File: src/rtl/timer_pkg.sv
// Package: types shared by the timer pair.
// Assumes: the external-pin role field is two bits wide.
package timer_pkg;
    typedef enum logic [1:0] {
        PIN_CLOCK = 2'b00,
        PIN_GATE  = 2'b01,
        PIN_TRIG  = 2'b10,
        PIN_RSVD  = 2'b11
    } pin_role_e;
endpackage

File: src/rtl/timer_timebase.sv
// Module: timer_timebase
// Produces the internal step (system clock divided by DIV). It also
// synchronises the external pin and reports its level and rising edge.
// Assumes: ext_in is asynchronous to clk; DIV >= 2.
module timer_timebase #(
    parameter int DIV = 4,
    localparam int DW = $clog2(DIV)
) (
    input  logic clk,
    input  logic rst_n,
    input  logic ext_in,
    output logic tick,
    output logic pin_level,
    output logic pin_rise
);
    logic [DW-1:0] div_q;
    logic [2:0]    sync_q;

    // Free-running divider for the internal time base.
    always_ff @(posedge clk) begin
        if (!rst_n)                        div_q <= '0;
        else if (div_q == DW'(DIV - 1))    div_q <= '0;
        else                               div_q <= div_q + 1'b1;
    end

    // Two-stage synchroniser plus one stage for edge detection.
    always_ff @(posedge clk) begin
        if (!rst_n) sync_q <= '0;
        else        sync_q <= {sync_q[1:0], ext_in};
    end

    assign tick      = (div_q == DW'(DIV - 1));
    assign pin_level = sync_q[1];
    assign pin_rise  = sync_q[1] & ~sync_q[2];
endmodule

File: src/rtl/timer_prescaler.sv
// Module: timer_prescaler
// Down-counting prescaler. It gives one carry for every reload_val
// enabled steps, where 0 stands for 2**PW.
// Assumes: load has priority over step_en.
module timer_prescaler #(
    parameter int PW = 6
) (
    input  logic          clk,
    input  logic          rst_n,
    input  logic          load,
    input  logic          step_en,
    input  logic [PW-1:0] reload_val,
    output logic          carry
);
    logic [PW-1:0] pre_q;

    // Count down, and reload on carry or on an explicit load.
    always_ff @(posedge clk) begin
        if (!rst_n)            pre_q <= '0;
        else if (load)         pre_q <= reload_val;
        else if (carry)        pre_q <= reload_val;
        else if (step_en)      pre_q <= pre_q - 1'b1;
    end

    assign carry = step_en && !load && (pre_q == PW'(1));
endmodule

File: src/rtl/timer_channel.sv
// Module: timer_channel
// One timer: the prescaler, the main down counter, the run and wait
// state, the end-of-count pulse and the toggle output.
// Assumes: step is a single-cycle strobe; trig_edge is already synchronised.
module timer_channel #(
    parameter int CW = 8,
    parameter int PW = 6
) (
    input  logic          clk,
    input  logic          rst_n,
    input  logic          load,
    input  logic          stop,
    input  logic          modulo,
    input  logic          trig_mode,
    input  logic          step,
    input  logic          trig_edge,
    input  logic [CW-1:0] init_val,
    input  logic [PW-1:0] pre_val,
    output logic [CW-1:0] count,
    output logic          eoc,
    output logic          tout
);
    logic          run_q, wait_q, eoc_q, tout_q;
    logic [CW-1:0] cnt_q;
    logic          pre_carry;
    logic          active;

    assign active = run_q && !wait_q && !stop;

    timer_prescaler #(.PW(PW)) u_pre (
        .clk        (clk),
        .rst_n      (rst_n),
        .load       (load),
        .step_en    (active && step),
        .reload_val (pre_val),
        .carry      (pre_carry)
    );

    // Run and wait control, main counter, end-of-count and toggle.
    always_ff @(posedge clk) begin
        if (!rst_n) begin
            run_q  <= 1'b0;
            wait_q <= 1'b0;
            cnt_q  <= '0;
            eoc_q  <= 1'b0;
            tout_q <= 1'b0;
        end else begin
            eoc_q <= 1'b0;
            if (load) begin
                run_q  <= 1'b1;
                wait_q <= trig_mode;
                cnt_q  <= init_val;
            end else if (stop) begin
                run_q  <= 1'b0;
                wait_q <= 1'b0;
            end else if (run_q && wait_q) begin
                if (trig_edge) wait_q <= 1'b0;
            end else if (pre_carry) begin
                if (cnt_q == CW'(1)) begin
                    eoc_q  <= 1'b1;
                    tout_q <= ~tout_q;
                    if (modulo) begin
                        cnt_q  <= init_val;
                        wait_q <= trig_mode;
                    end else begin
                        cnt_q <= '0;
                        run_q <= 1'b0;
                    end
                end else begin
                    cnt_q <= cnt_q - 1'b1;
                end
            end
        end
    end

    assign count = cnt_q;
    assign eoc   = eoc_q;
    assign tout  = tout_q;

    // the request lasts a single cycle.
    assert_irq_one_cycle_R5: assert property (@(posedge clk) disable iff (!rst_n)
        eoc_q |=> !eoc_q);
    // the output changes exactly when a request is raised.
    assert_tout_follows_irq_R5: assert property (@(posedge clk) disable iff (!rst_n)
        (tout_q != $past(tout_q)) == eoc_q);
    // an idle timer keeps its count until a load.
    assert_halt_hold_R10: assert property (@(posedge clk) disable iff (!rst_n)
        (!run_q && !load) |=> $stable(cnt_q));
    // a timer armed for a trigger does not count.
    assert_wait_hold_R8: assert property (@(posedge clk) disable iff (!rst_n)
        (run_q && wait_q && !load) |=> $stable(cnt_q));
    // a single-pass end leaves the timer stopped at zero.
    assert_single_stops_R3: assert property (@(posedge clk) disable iff (!rst_n)
        (pre_carry && cnt_q == CW'(1) && !modulo && !load && !stop) |=> (!run_q && cnt_q == '0));
endmodule

File: src/rtl/prescaled_timer_pair.sv
// Module: prescaled_timer_pair
// Two prescaled down-counter timers. Timer 0 has a source select that
// covers the pin roles; timer 1 can be cascaded from timer 0.
// Assumes: control inputs are synchronous to clk; ext_in may be asynchronous.
module prescaled_timer_pair #(
    parameter int CW     = 8,
    parameter int PW     = 6,
    parameter int DIV    = 4,
    parameter int NTIMER = 2
) (
    input  logic              clk,
    input  logic              rst_n,
    input  logic              ext_in,
    input  logic [NTIMER-1:0] init_we,
    input  logic [CW-1:0]     init_data,
    input  logic [PW-1:0]     pre_data,
    input  logic [NTIMER-1:0] load,
    input  logic [NTIMER-1:0] stop,
    input  logic [NTIMER-1:0] modulo,
    input  logic              t0_ext_src,
    input  logic [1:0]        ext_fn,
    input  logic              t1_cascade,
    output logic [CW-1:0]     count0,
    output logic [CW-1:0]     count1,
    output logic [NTIMER-1:0] irq,
    output logic [NTIMER-1:0] tout
);
    import timer_pkg::*;

    logic              tick, pin_level, pin_rise;
    logic [NTIMER-1:0] step, trig_mode;
    logic [CW-1:0]     init_q  [NTIMER];
    logic [PW-1:0]     pre_q   [NTIMER];
    logic [CW-1:0]     cnt_w   [NTIMER];
    pin_role_e         role;

    assign role = pin_role_e'(ext_fn);

    timer_timebase #(.DIV(DIV)) u_tb (
        .clk       (clk),
        .rst_n     (rst_n),
        .ext_in    (ext_in),
        .tick      (tick),
        .pin_level (pin_level),
        .pin_rise  (pin_rise)
    );

    // Timer 0 step source: the time base, or the pin in its chosen role.
    always_comb begin
        step[0]      = tick;
        trig_mode[0] = 1'b0;
        if (t0_ext_src) begin
            case (role)
                PIN_GATE: step[0] = tick & pin_level;
                PIN_TRIG: begin
                    step[0]      = tick;
                    trig_mode[0] = 1'b1;
                end
                default:  step[0] = pin_rise;
            endcase
        end
    end

    // Timer 1 step source: the time base or timer 0 end-of-count.
    always_comb begin
        step[1]      = t1_cascade ? irq[0] : tick;
        trig_mode[1] = 1'b0;
    end

    for (genvar i = 0; i < NTIMER; i++) begin : g_tmr
        // Holding registers for the initial count and prescale value.
        always_ff @(posedge clk) begin
            if (!rst_n) begin
                init_q[i] <= '0;
                pre_q[i]  <= '0;
            end else if (init_we[i]) begin
                init_q[i] <= init_data;
                pre_q[i]  <= pre_data;
            end
        end

        timer_channel #(.CW(CW), .PW(PW)) u_ch (
            .clk       (clk),
            .rst_n     (rst_n),
            .load      (load[i]),
            .stop      (stop[i]),
            .modulo    (modulo[i]),
            .trig_mode (trig_mode[i]),
            .step      (step[i]),
            .trig_edge (pin_rise),
            .init_val  (init_q[i]),
            .pre_val   (pre_q[i]),
            .count     (cnt_w[i]),
            .eoc       (irq[i]),
            .tout      (tout[i])
        );
    end

    assign count0 = cnt_w[0];
    assign count1 = cnt_w[1];
endmodule

File: config.mk
export PLATFORM = sky130hd
export DESIGN_NAME = prescaled_timer_pair
export DESIGN_NICKNAME = d
export VERILOG_FILES = /design/src/rtl/timer_pkg.sv /design/src/rtl/timer_timebase.sv /design/src/rtl/timer_prescaler.sv /design/src/rtl/timer_channel.sv /design/src/rtl/prescaled_timer_pair.sv
export SDC_FILE = /design/constraint.sdc
export NUM_CORES = 1
export LEC_CHECK = 0
export BUFFER_PORTS_ARGS = -buffer_cell sky130_fd_sc_hd__buf_2
export CAP_MARGIN = 10
export CORE_MARGIN = 8
export CORE_UTILIZATION = 62
export DETAILED_ROUTE_END_ITERATION = 7
export PLACE_DENSITY = 0.86
export SLEW_MARGIN = 15
export SYNTH_ARGS = -nofsm -noshare
export SYNTH_HDL_FRONTEND = slang
export SYNTH_SLANG_ARGS = --single-unit
File: constraint.sdc
create_clock -name clk -period 4.36 [get_ports clk]
set_input_delay 0 -clock clk [delete_from_list [all_inputs] [get_ports clk]]
set_output_delay 0 -clock clk [all_outputs]
set_load 0.02 [all_outputs]
Word-level counts from Yosys, hierarchy flattened --
Memories as Yosys holds them, arrays and structs flattened. Index checks and enable logic that the tools add are counted.
Storage, ports and cells: bits of input ports 29, latch bits 0, memory bits (read-only) 0, logic and storage cells 159, register bits after elaboration 41, output and inout port bits 20, memories 2, bits in writable memories 28
Memories:
- init_q | depth 2, bits a word 8, read ports 2, clocked after Yosys merged registers in 0, write ports 2, RTL line prescaled_timer_pair.sv:32 | logic [CW-1:0] init_q [NTIMER];
- pre_q | depth 2, bits a word 6, read ports 2, clocked after Yosys merged registers in 0, write ports 2, RTL line prescaled_timer_pair.sv:33 | logic [PW-1:0] pre_q [NTIMER];
Operators by class: muxes and demuxes 59, shifts and indexed selects 0, divide/modulo/power cells 0, order comparisons 0, reductions and logical operators 44, $mul 0, $add $sub $neg 5, eq/ne operators 17, bitwise gates (word level) 18
Operator list (count):
- two-way mux 8 bit | 14
- two-way mux 6 bit | 8
- two-way mux 1 bit | 36
- nonzero test 3 bit | 6
- equality test 8 x 1 -> 1 bit (second input constant) | 2
- AND reduction 4 bit | 4
- subtractor 8 x 1 -> 8 bit (second input constant) | 2
- equality test 6 x 1 -> 1 bit (second input constant) | 2
- logical AND 1 bit | 12
- != test 3 bit (second input constant) | 4
- inverter 1 bit | 12
- nonzero test 4 bit | 3
- subtractor 6 x 1 -> 6 bit (second input constant) | 2
- != test 2 bit (second input constant) | 5
- AND reduction 5 bit | 2
- nonzero test 2 bit | 5
- OR reduction 5 bit | 2
- logical NOT 1 bit | 6
- AND reduction 3 bit | 2
- equality test 2 bit (second input constant) | 2
- != test 4 bit (second input constant) | 1
- OR 1 bit | 4
- OR reduction 3 bit | 1
- adder 2 x 1 -> 2 bit (second input constant) | 1
- 4 further kinds | 5

Logic depth before layout (Yosys ltp) --
Gate-level depths: netlist of the first run.
depth in word-level cells 11, depth in mapped cells 8, mapped depth without buffers 7

Modules after synthesis --
Synthesis of the first run repeated with hierarchy kept, for this count alone.
Unflattened totals: cells, all modules 367, area, all modules 3688.5 µm²
Modules (own cells, without submodules):
- timer_channel | instances 2, cells an instance 87, area an instance 790.8 µm², sequential area each 240.2 µm²
- prescaled_timer_pair | instances 1, cells an instance 73, area an instance 1138.6 µm², sequential area each 840.8 µm²
- timer_prescaler | instances 2, cells an instance 54, area an instance 402.9 µm², sequential area each 120.1 µm²
- timer_timebase | instances 1, cells an instance 12, area an instance 162.7 µm², sequential area each 100.1 µm²

Worst setup path before layout of the first run --
Ideal clock, no wire load.
path kind reg-to-reg, start point register g_tmr[1].u_ch.u_pre.pre_q[1], end point register g_tmr[1].u_ch.tout_q, slack 2.119 ns, setup time 0.126 ns, stages on the path, launching flop included 8, buffers on the path 0, clock period less this slack 2.241 ns, arrival 2.116 ns, cells stage by stage dfxtp_1 -> inv_1 -> ha_1 -> or4b_4 -> or4_4 -> or3_4 -> xor2_1 -> nor2_2
On the way: word-level cells in the longest chain between the ends 3
RTL lines:
- start, declared | RTL line timer_prescaler.sv:15 | logic [PW-1:0] pre_q;
- start signal, assigned | RTL line timer_prescaler.sv:20 | else if (load) pre_q <= reload_val;
- start signal, assigned | RTL line timer_prescaler.sv:21 | else if (carry) pre_q <= reload_val;
- start signal, assigned | RTL line timer_prescaler.sv:22 | else if (step_en) pre_q <= pre_q - 1'b1;
- equality test 6 x 1 -> 1 bit | RTL line timer_prescaler.sv:25 | assign carry = step_en && !load && (pre_q == PW'(1));
- logical AND 1 bit | RTL line timer_prescaler.sv:25
- AND reduction 5 bit (no line)
- end signal, assigned | RTL line timer_channel.sv:61 | tout_q <= ~tout_q;
- end, declared | RTL line timer_channel.sv:23 | logic run_q, wait_q, eoc_q, tout_q;
Every way passes these cells. A chain may end at the register's enable or synchronous reset.

Worst setup path in the final report of the first run --
start point register g_tmr[0].u_ch.u_pre.pre_q[1], end point register g_tmr[0].u_ch.wait_q
On the way: word-level cells in the longest chain between the ends 4
RTL lines:
- start, declared | RTL line timer_prescaler.sv:15
- start signal, assigned | RTL line timer_prescaler.sv:20
- start signal, assigned | RTL line timer_prescaler.sv:21
- start signal, assigned | RTL line timer_prescaler.sv:22
- equality test 6 x 1 -> 1 bit | RTL line timer_prescaler.sv:25
- logical AND 1 bit | RTL line timer_prescaler.sv:25
- nonzero test 4 bit (no line)
- AND reduction 4 bit (no line)
- end signal, assigned | RTL line timer_channel.sv:51 | wait_q <= trig_mode;
- end signal, assigned | RTL line timer_channel.sv:64 | wait_q <= trig_mode;
- end, declared | RTL line timer_channel.sv:23
Every way passes these cells.

==> flow_summary.ini, run 1 <==
[outcome]
outcome = completed

[clock_tree]
root_buffer = clkbuf_8
cts.htree.levels = 3
cts_tree = yes
clock_sinks = 68
postCtsSetupBuffers = 0
clockBufferDepth = 2
cts-buffers-inserted = 9
clk_latency_ns = 0.35
clk_pin_slew_worst_paths_ns = 0.07

[timing]
finalSetupViolations = 0
whs_ns = 0.01595
min_period_ns = 2.572
finalCritPeriodShare = 0.5899
timing_hold_violations_final = 0
slew_headroom = 0.3781
worst_pin_slew_ns = 0.9244
clock.fmax_ghz = 0.3888
worst_clock_skew_ns = 0.007670
final.setup.tns_ns = 0
slew_viol_final = 0
rsz0062_at_grt = false

[route]
vias_per_cell = 6.370
drtAntennaViolNets = 0
drt_iter0_drc = 267
first_pass_iters = 5
wl_per_cell_um = 18.19
post-route-drc-count = 0
vias = 3166
wirelength_um = 9041

[setup_path]
path_max_fanout = 4
cp_data_arrival_time_ns = 2.87
worstPathRequired_ns = 4.66
worstSetupPathType = reg2reg
cp-start-kind = register
endpoint_kind = register

[logic_synthesis]
synth_flop_cell = dfxtp_1
async_flop_share = 0
syn-cell-area_sq_um = 3492
ys_ff_latch = 68
synth_nets = 400
yosysUniqueCellTypes = 63
syn_inst = 360
synth_edf_count = 28
yosysSeqAreaShare = 0.4701
yosysWarnings = 0
syn_area_per_cell_sq_um = 9.700

[floorplan]
io_pins = 49
rows = 27
die_y_um = 91.05
initial_core_util = 0.6381
fp.dieW_um = 91.05
core_area_sq_um = 5473
die_area_sq_um = 8290

[placement]
dp_hpwl_um = 6088
numPortBuffers = 48
dp.cells = 462
place_congestion = 0.9362

[global_routing]
grt_pass1_wl_um = 14680
grt_util_all_layers = 0.2193
antenna_found_initial = 0
grt_pass1_vias = 3036
globalRouteOverflowTotal = 0
grt_start_max_net_pins = 57

[cells_and_area]
nets = 460
final_cell_mix = buf_2, dfxtp_1, and3_1
antenna_cells = 0
layout.cells.non_filler = 497
layout-drive-gt1-share = 0.1812
mostFrequentLayoutCell = buf_2
area_growth_pct = 18.24
num-fill-cells = 392

[power_and_ir_drop]
pwr_density_cell_nw_per_um2 = 368.5
finalPower_mw = 1.522
p_leak_nw = 1.739
vdd_drop_max_uv = 293.0

[run]
drv_cap = 0

[min_path]
min_path_type = in2reg
[routing by layer]
metal | up-vias | part of all wire | GRT usage
met2 | 152 | 0.50 | 0.3543
met1 | 1512 | 0.41 | 0.2658
met4 | 0 | 0.022 | 0.1146
met3 | 17 | 0.073 | 0.05267
met5 | - | 0 | 0
li1 | 1485 | - | -
[critical path: stages (launching register included)]
cell and delay, ns:
dfxtp_1 0.32, inv_1 0.08, ha_1 0.15, nor3b_1 0.46, o2111ai_1 0.26, a21oi_1 0.38
a41oi_1 0.19, o2bb2ai_1 0.15, dlygate4sd3_1 0.55
[state kept, by name, indices dropped and copies added, names as in the netlist]
| register | cells |
|---|---|
| g_tmr.u_ch.wait_q | 1 |
| init_q | 16 |
| g_tmr.u_ch.count | 16 |
| g_tmr.u_ch.eoc | 2 |
| u_tb.div_q | 2 |
| g_tmr.u_ch.run_q | 2 |
| g_tmr.u_ch.tout | 2 |
| g_tmr.u_ch.u_pre.pre_q | 12 |
| u_tb.sync_q | 3 |
| pre_q | 12 |
[cell usage after synthesis (3+ instances only)]
| master | instances | area [sq um] |
|---|---|---|
| nor4_1 | 4 | 25.02 |
| nor3_1 | 13 | 65.06 |
| nand2_1 | 25 | 93.84 |
| a21oi_1 | 27 | 135.1 |
| nand2b_1 | 7 | 43.79 |
| buf_4 | 4 | 30.03 |
| inv_1 | 17 | 63.81 |
| nor2_1 | 18 | 67.56 |
| a22oi_1 | 5 | 37.54 |
| o21ai_0 | 12 | 60.06 |
| a211oi_1 | 9 | 67.56 |
| and3_1 | 29 | 181.4 |
| ha_1 | 11 | 137.6 |
| a32oi_1 | 6 | 52.55 |
| clkbuf_1 | 14 | 52.55 |
| nor3b_1 | 7 | 52.55 |
| o21a_1 | 4 | 30.03 |
| a21o_1 | 3 | 22.52 |
| edfxtp_1 | 28 | 840.8 |
| mux2i_1 | 6 | 60.06 |
| dfxtp_1 | 40 | 800.8 |
| o22ai_1 | 7 | 43.79 |
| nand3_1 | 6 | 30.03 |
| and2_1 | 7 | 43.79 |
[what timing repair did]
item                                   CTS  global route
endpoints found under the hold margin   30             0
hold buffers                            19             0
resized for setup                        0             0
[power by group]
group          internal [mW]  switching (mW)
Sequential             0.711          0.0364
Clock                  0.271           0.239
Combinational          0.110           0.154
[per-stage QoR]
| stage | util | instance area (sq um) | setup slack, ns |
|---|---|---|---|
| 2_1_floorplan | - | 3492 | 2.119 |
| 3_3_place_gp | 0.6838 | 3742 | 2.001 |
| 3_5_place_dp | 0.6838 | 3742 | 1.908 |
| 4_1_cts | 0.7545 | 4129 | 1.870 |
| 5_1_grt | 0.7545 | 4129 | 1.623 |
| 6_report | 0.7545 | 4129 | 1.788 |
[cell type report]
cell class	instances	area [sq um]	share of cell area
Timing Repair Buffer	68	437.9	0.1061
Clock buffer	13	180.2	0.04364
Inverter	19	71.32	0.01727
Multi-Input combinational cell	254	1692	0.4097
Sequential cell	68	1642	0.3976
Tap cell	72	90.09	0.02182
Clock inverter	3	16.27	0.003939
[final timing paths]
path	startpoint	end	slack, ns	cells after the start
hold reg to reg	u_tb.div_q[0]$_SDFF_PP0_	u_tb.div_q[0]$_SDFF_PP0_	0.43	1
setup / recovery	g_tmr[0].u_ch.u_pre.pre_q[1]$_SDFFE_PN0P_	g_tmr[0].u_ch.wait_q$_SDFFE_PN0P_	1.79	8
setup reg to reg	g_tmr[0].u_ch.u_pre.pre_q[1]$_SDFFE_PN0P_	g_tmr[0].u_ch.wait_q$_SDFFE_PN0P_	1.79	8
hold / removal	init_data[5]	init_q[0][5]$_SDFFCE_PN0P_	0.02	2
[kinds of logic (layout without fill, tap and decap cells)]
logic type / Yosys count / in the layout / share of synthesized area
compound gates: 106 / 106 / 0.2157
xor+xnor: 2 / 2 / 0.005017
fa+ha+maj: 11 / 11 / 0.03941
buf+inv: 38 / 103 / 0.04550
flops: 68 / 68 / 0.4701
mux: 8 / 8 / 0.02365
simple gates: 127 / 127 / 0.2006
Power figures use the tool's default switching activity.
==> run 2: changes to the inputs <==
--- a/config.mk
+++ b/config.mk
@@ -5,12 +5,13 @@
 export SDC_FILE = /design/constraint.sdc
 export NUM_CORES = 1
 export LEC_CHECK = 0
+export ABC_AREA = 1
 export BUFFER_PORTS_ARGS = -buffer_cell sky130_fd_sc_hd__buf_2
 export CAP_MARGIN = 10
 export CORE_MARGIN = 8
-export CORE_UTILIZATION = 62
+export CORE_UTILIZATION = 52
 export DETAILED_ROUTE_END_ITERATION = 7
-export PLACE_DENSITY = 0.86
+export PLACE_DENSITY = 0.77
 export SLEW_MARGIN = 15
 export SYNTH_ARGS = -nofsm -noshare
 export SYNTH_HDL_FRONTEND = slang
==> constraint.sdc (replaced) <==
create_clock -name clk -period 2.19 [get_ports clk]
set_input_delay 0 -clock clk [delete_from_list [all_inputs] [get_ports clk]]
set_output_delay 0 -clock clk [all_outputs]
set_load 0.02 [all_outputs]
==> flow_summary.ini, run 2 <==
[placement]
place_congestion = 0.8607
place_ws_ns = 0.3679
dp_hpwl_um = 5745
placed_cell_area_sq_um = 3844
dp.cells = 591
numPortBuffers = 48

[clock_tree]
cts-buffers-inserted = 9
cts_tree = yes
clockBufferDepth = 2
clock_sinks = 68
clk_latency_ns = 0.35
root_buffer = clkbuf_8
cts.htree.levels = 3
clk_pin_slew_worst_paths_ns = 0.08

[logic_synthesis]
async_flop_share = 0
synth_top_area_share = 0.2359
synth_edf_count = 28
syn_inst = 474
synth_nets = 514
synth.largest_area_cell = edfxtp_1
syn-cell-area_sq_um = 3565
ys_ff_latch = 68
yosysUniqueCellTypes = 32
yosys-top-cells-area = edfxtp_1, dfxtp_1, nand2_1
syn_area_per_cell_sq_um = 7.520
yosysSeqAreaShare = 0.4605
yosysWarnings = 0
synth_flop_cell = dfxtp_1
yosysMostFrequentCell = nand2_1
synthTopCellsByCount = nand2_1, inv_1, nor2_1, dfxtp_1, nand3_1

[timing]
whs_ns = 0.009406
slew_viol_final = 0
rsz0062_at_grt = false
slew_headroom = 0.6281
timing_hold_violations_final = 0
clock.fmax_ghz = 0.4926
final.setup.tns_ns = 0
worst_pin_slew_ns = 0.5578
min_period_ns = 2.030
finalSetupViolations = 0
finalCritPeriodShare = 0.9269
setup_ws_ns = 0.1601
worst_clock_skew_ns = 0.008520

[floorplan]
initial_core_util = 0.5305
io_pins = 49
rows = 30
die_area_sq_um = 9760
core_area_sq_um = 6719
fp.dieW_um = 98.80
die_y_um = 98.80

[power_and_ir_drop]
p_leak_nw = 2.115
vdd_drop_max_uv = 394.9
pwr_density_cell_nw_per_um2 = 756.8
finalPower_mw = 3.224

[route]
drt_iter0_drc = 228
wirelength_um = 8187
drtAntennaViolNets = 0
vias_per_cell = 5.014
post-route-drc-count = 0
wl_per_cell_um = 13.08
first_pass_iters = 4
vias = 3139

[cells_and_area]
nets = 581
multi_input_area_sq_um = 1521
mostFrequentLayoutCell = nand2_1
final_cell_area_sq_um = 4260
post-route-util = 0.6341
antenna_cells = 0
area_growth_pct = 19.52
seqCellArea_sq_um = 1642
layout-drive-gt1-share = 0.1612
final_cell_mix = nand2_1, inv_1, nor2_1
num-fill-cells = 584
layout.cells.non_filler = 626

[setup_path]
endpoint_kind = register
cp-start-kind = register
path_max_fanout = 4
worstPathRequired_ns = 2.43
reg2reg_setup_slack_ns = 0.16
worstSetupPathType = reg2reg
cp_data_arrival_time_ns = 2.27

[min_path]
min_path_type = in2reg

[global_routing]
grt_pass1_vias = 3038
grt_start_max_net_pins = 21
grt_util_all_layers = 0.1755
antenna_found_initial = 0
grt_pass1_wl_um = 13920
globalRouteOverflowTotal = 0

[outcome]
outcome = completed

[run]
drv_cap = 0
-- run 2: cell types whose count changed in the layout (fill, tap and decap cells not counted), moves of 9 or more --
| cell | previous run | this run |
|---|---|---|
| a211oi_1 | 9 | 0 |
| and3_1 | 29 | 0 |
| inv_1 | 17 | 83 |
| nand2_1 | 25 | 94 |
| nand3_1 | 6 | 30 |
| nor2_1 | 18 | 74 |
| nor3_1 | 13 | 3 |
| o21ai_0 | 12 | 28 |
| xor2_1 | 1 | 12 |
-- run 2: path summary, 6_finish.rpt --
check | start | endpoint | cells after the start
hold reg to reg | u_tb.sync_q[0]$_SDFF_PN0_ | u_tb.sync_q[1]$_SDFF_PN0_ | 2
setup reg to reg | u_tb.div_q[0]$_SDFF_PP0_ | g_tmr[1].u_ch.run_q$_SDFFE_PN0P_ | 9
hold / removal | init_data[1] | init_q[0][1]$_SDFFCE_PN0P_ | 3
setup / recovery | u_tb.div_q[0]$_SDFF_PP0_ | g_tmr[1].u_ch.run_q$_SDFFE_PN0P_ | 9
-- run 2: repair_timing --
action                                  CTS  global route
hold buffers                             18             0
endpoints found under the setup margin    0             1
endpoints found under the hold margin    23             0
gates resized for setup                   0             2
setup buffers                             0             1
-- run 2: cells by family after synthesis --
logic type,synth area share
simple gates,0.2566
xor+xnor,0.03931
compound gates,0.09091
buf+inv,0.1141
flops,0.4605
fa+ha+maj,0.03861
-- run 2: critical path, stage by stage (launching register included) --
cell and delay [ns]:
dfxtp_1 0.34, ha_2 0.20, o21ai_0 0.08, nor2_1 0.17, nand2_1 0.14, nor2_2 0.15
inv_1 0.06, o21ai_0 0.15, dlygate4sd3_1 0.58, a21oi_1 0.06
-- run 2: per-layer routing --
metal | track usage | share of wire | wire length [um]
met4 | 0.06848 | 0.015 | 119
met2 | 0.2817 | 0.47 | 3874
met3 | 0.04581 | 0.063 | 514
met5 | 0 | 0 | 0
met1 | 0.2192 | 0.45 | 3680
-- run 2: report_power, final --
| group | switching (mW) | leakage, nW | internal [mW] |
|---|---|---|---|
| Sequential | 0.0618 | 0.632 | 1.42 |
| Clock | 0.521 | 0.114 | 0.649 |
| Combinational | 0.352 | 1.37 | 0.222 |
| Total | 0.935 | 2.11 | 2.29 |
-- run 2: area by class of cell --
class / instances / share of cell area
Clock buffer: 9 / 0.02907
Clock inverter: 7 / 0.02349
Tap cell: 80 / 0.02349
Sequential cell: 68 / 0.3853
Timing Repair Buffer: 69 / 0.1040
Inverter: 88 / 0.07753
Multi-Input combinational cell: 305 / 0.3571
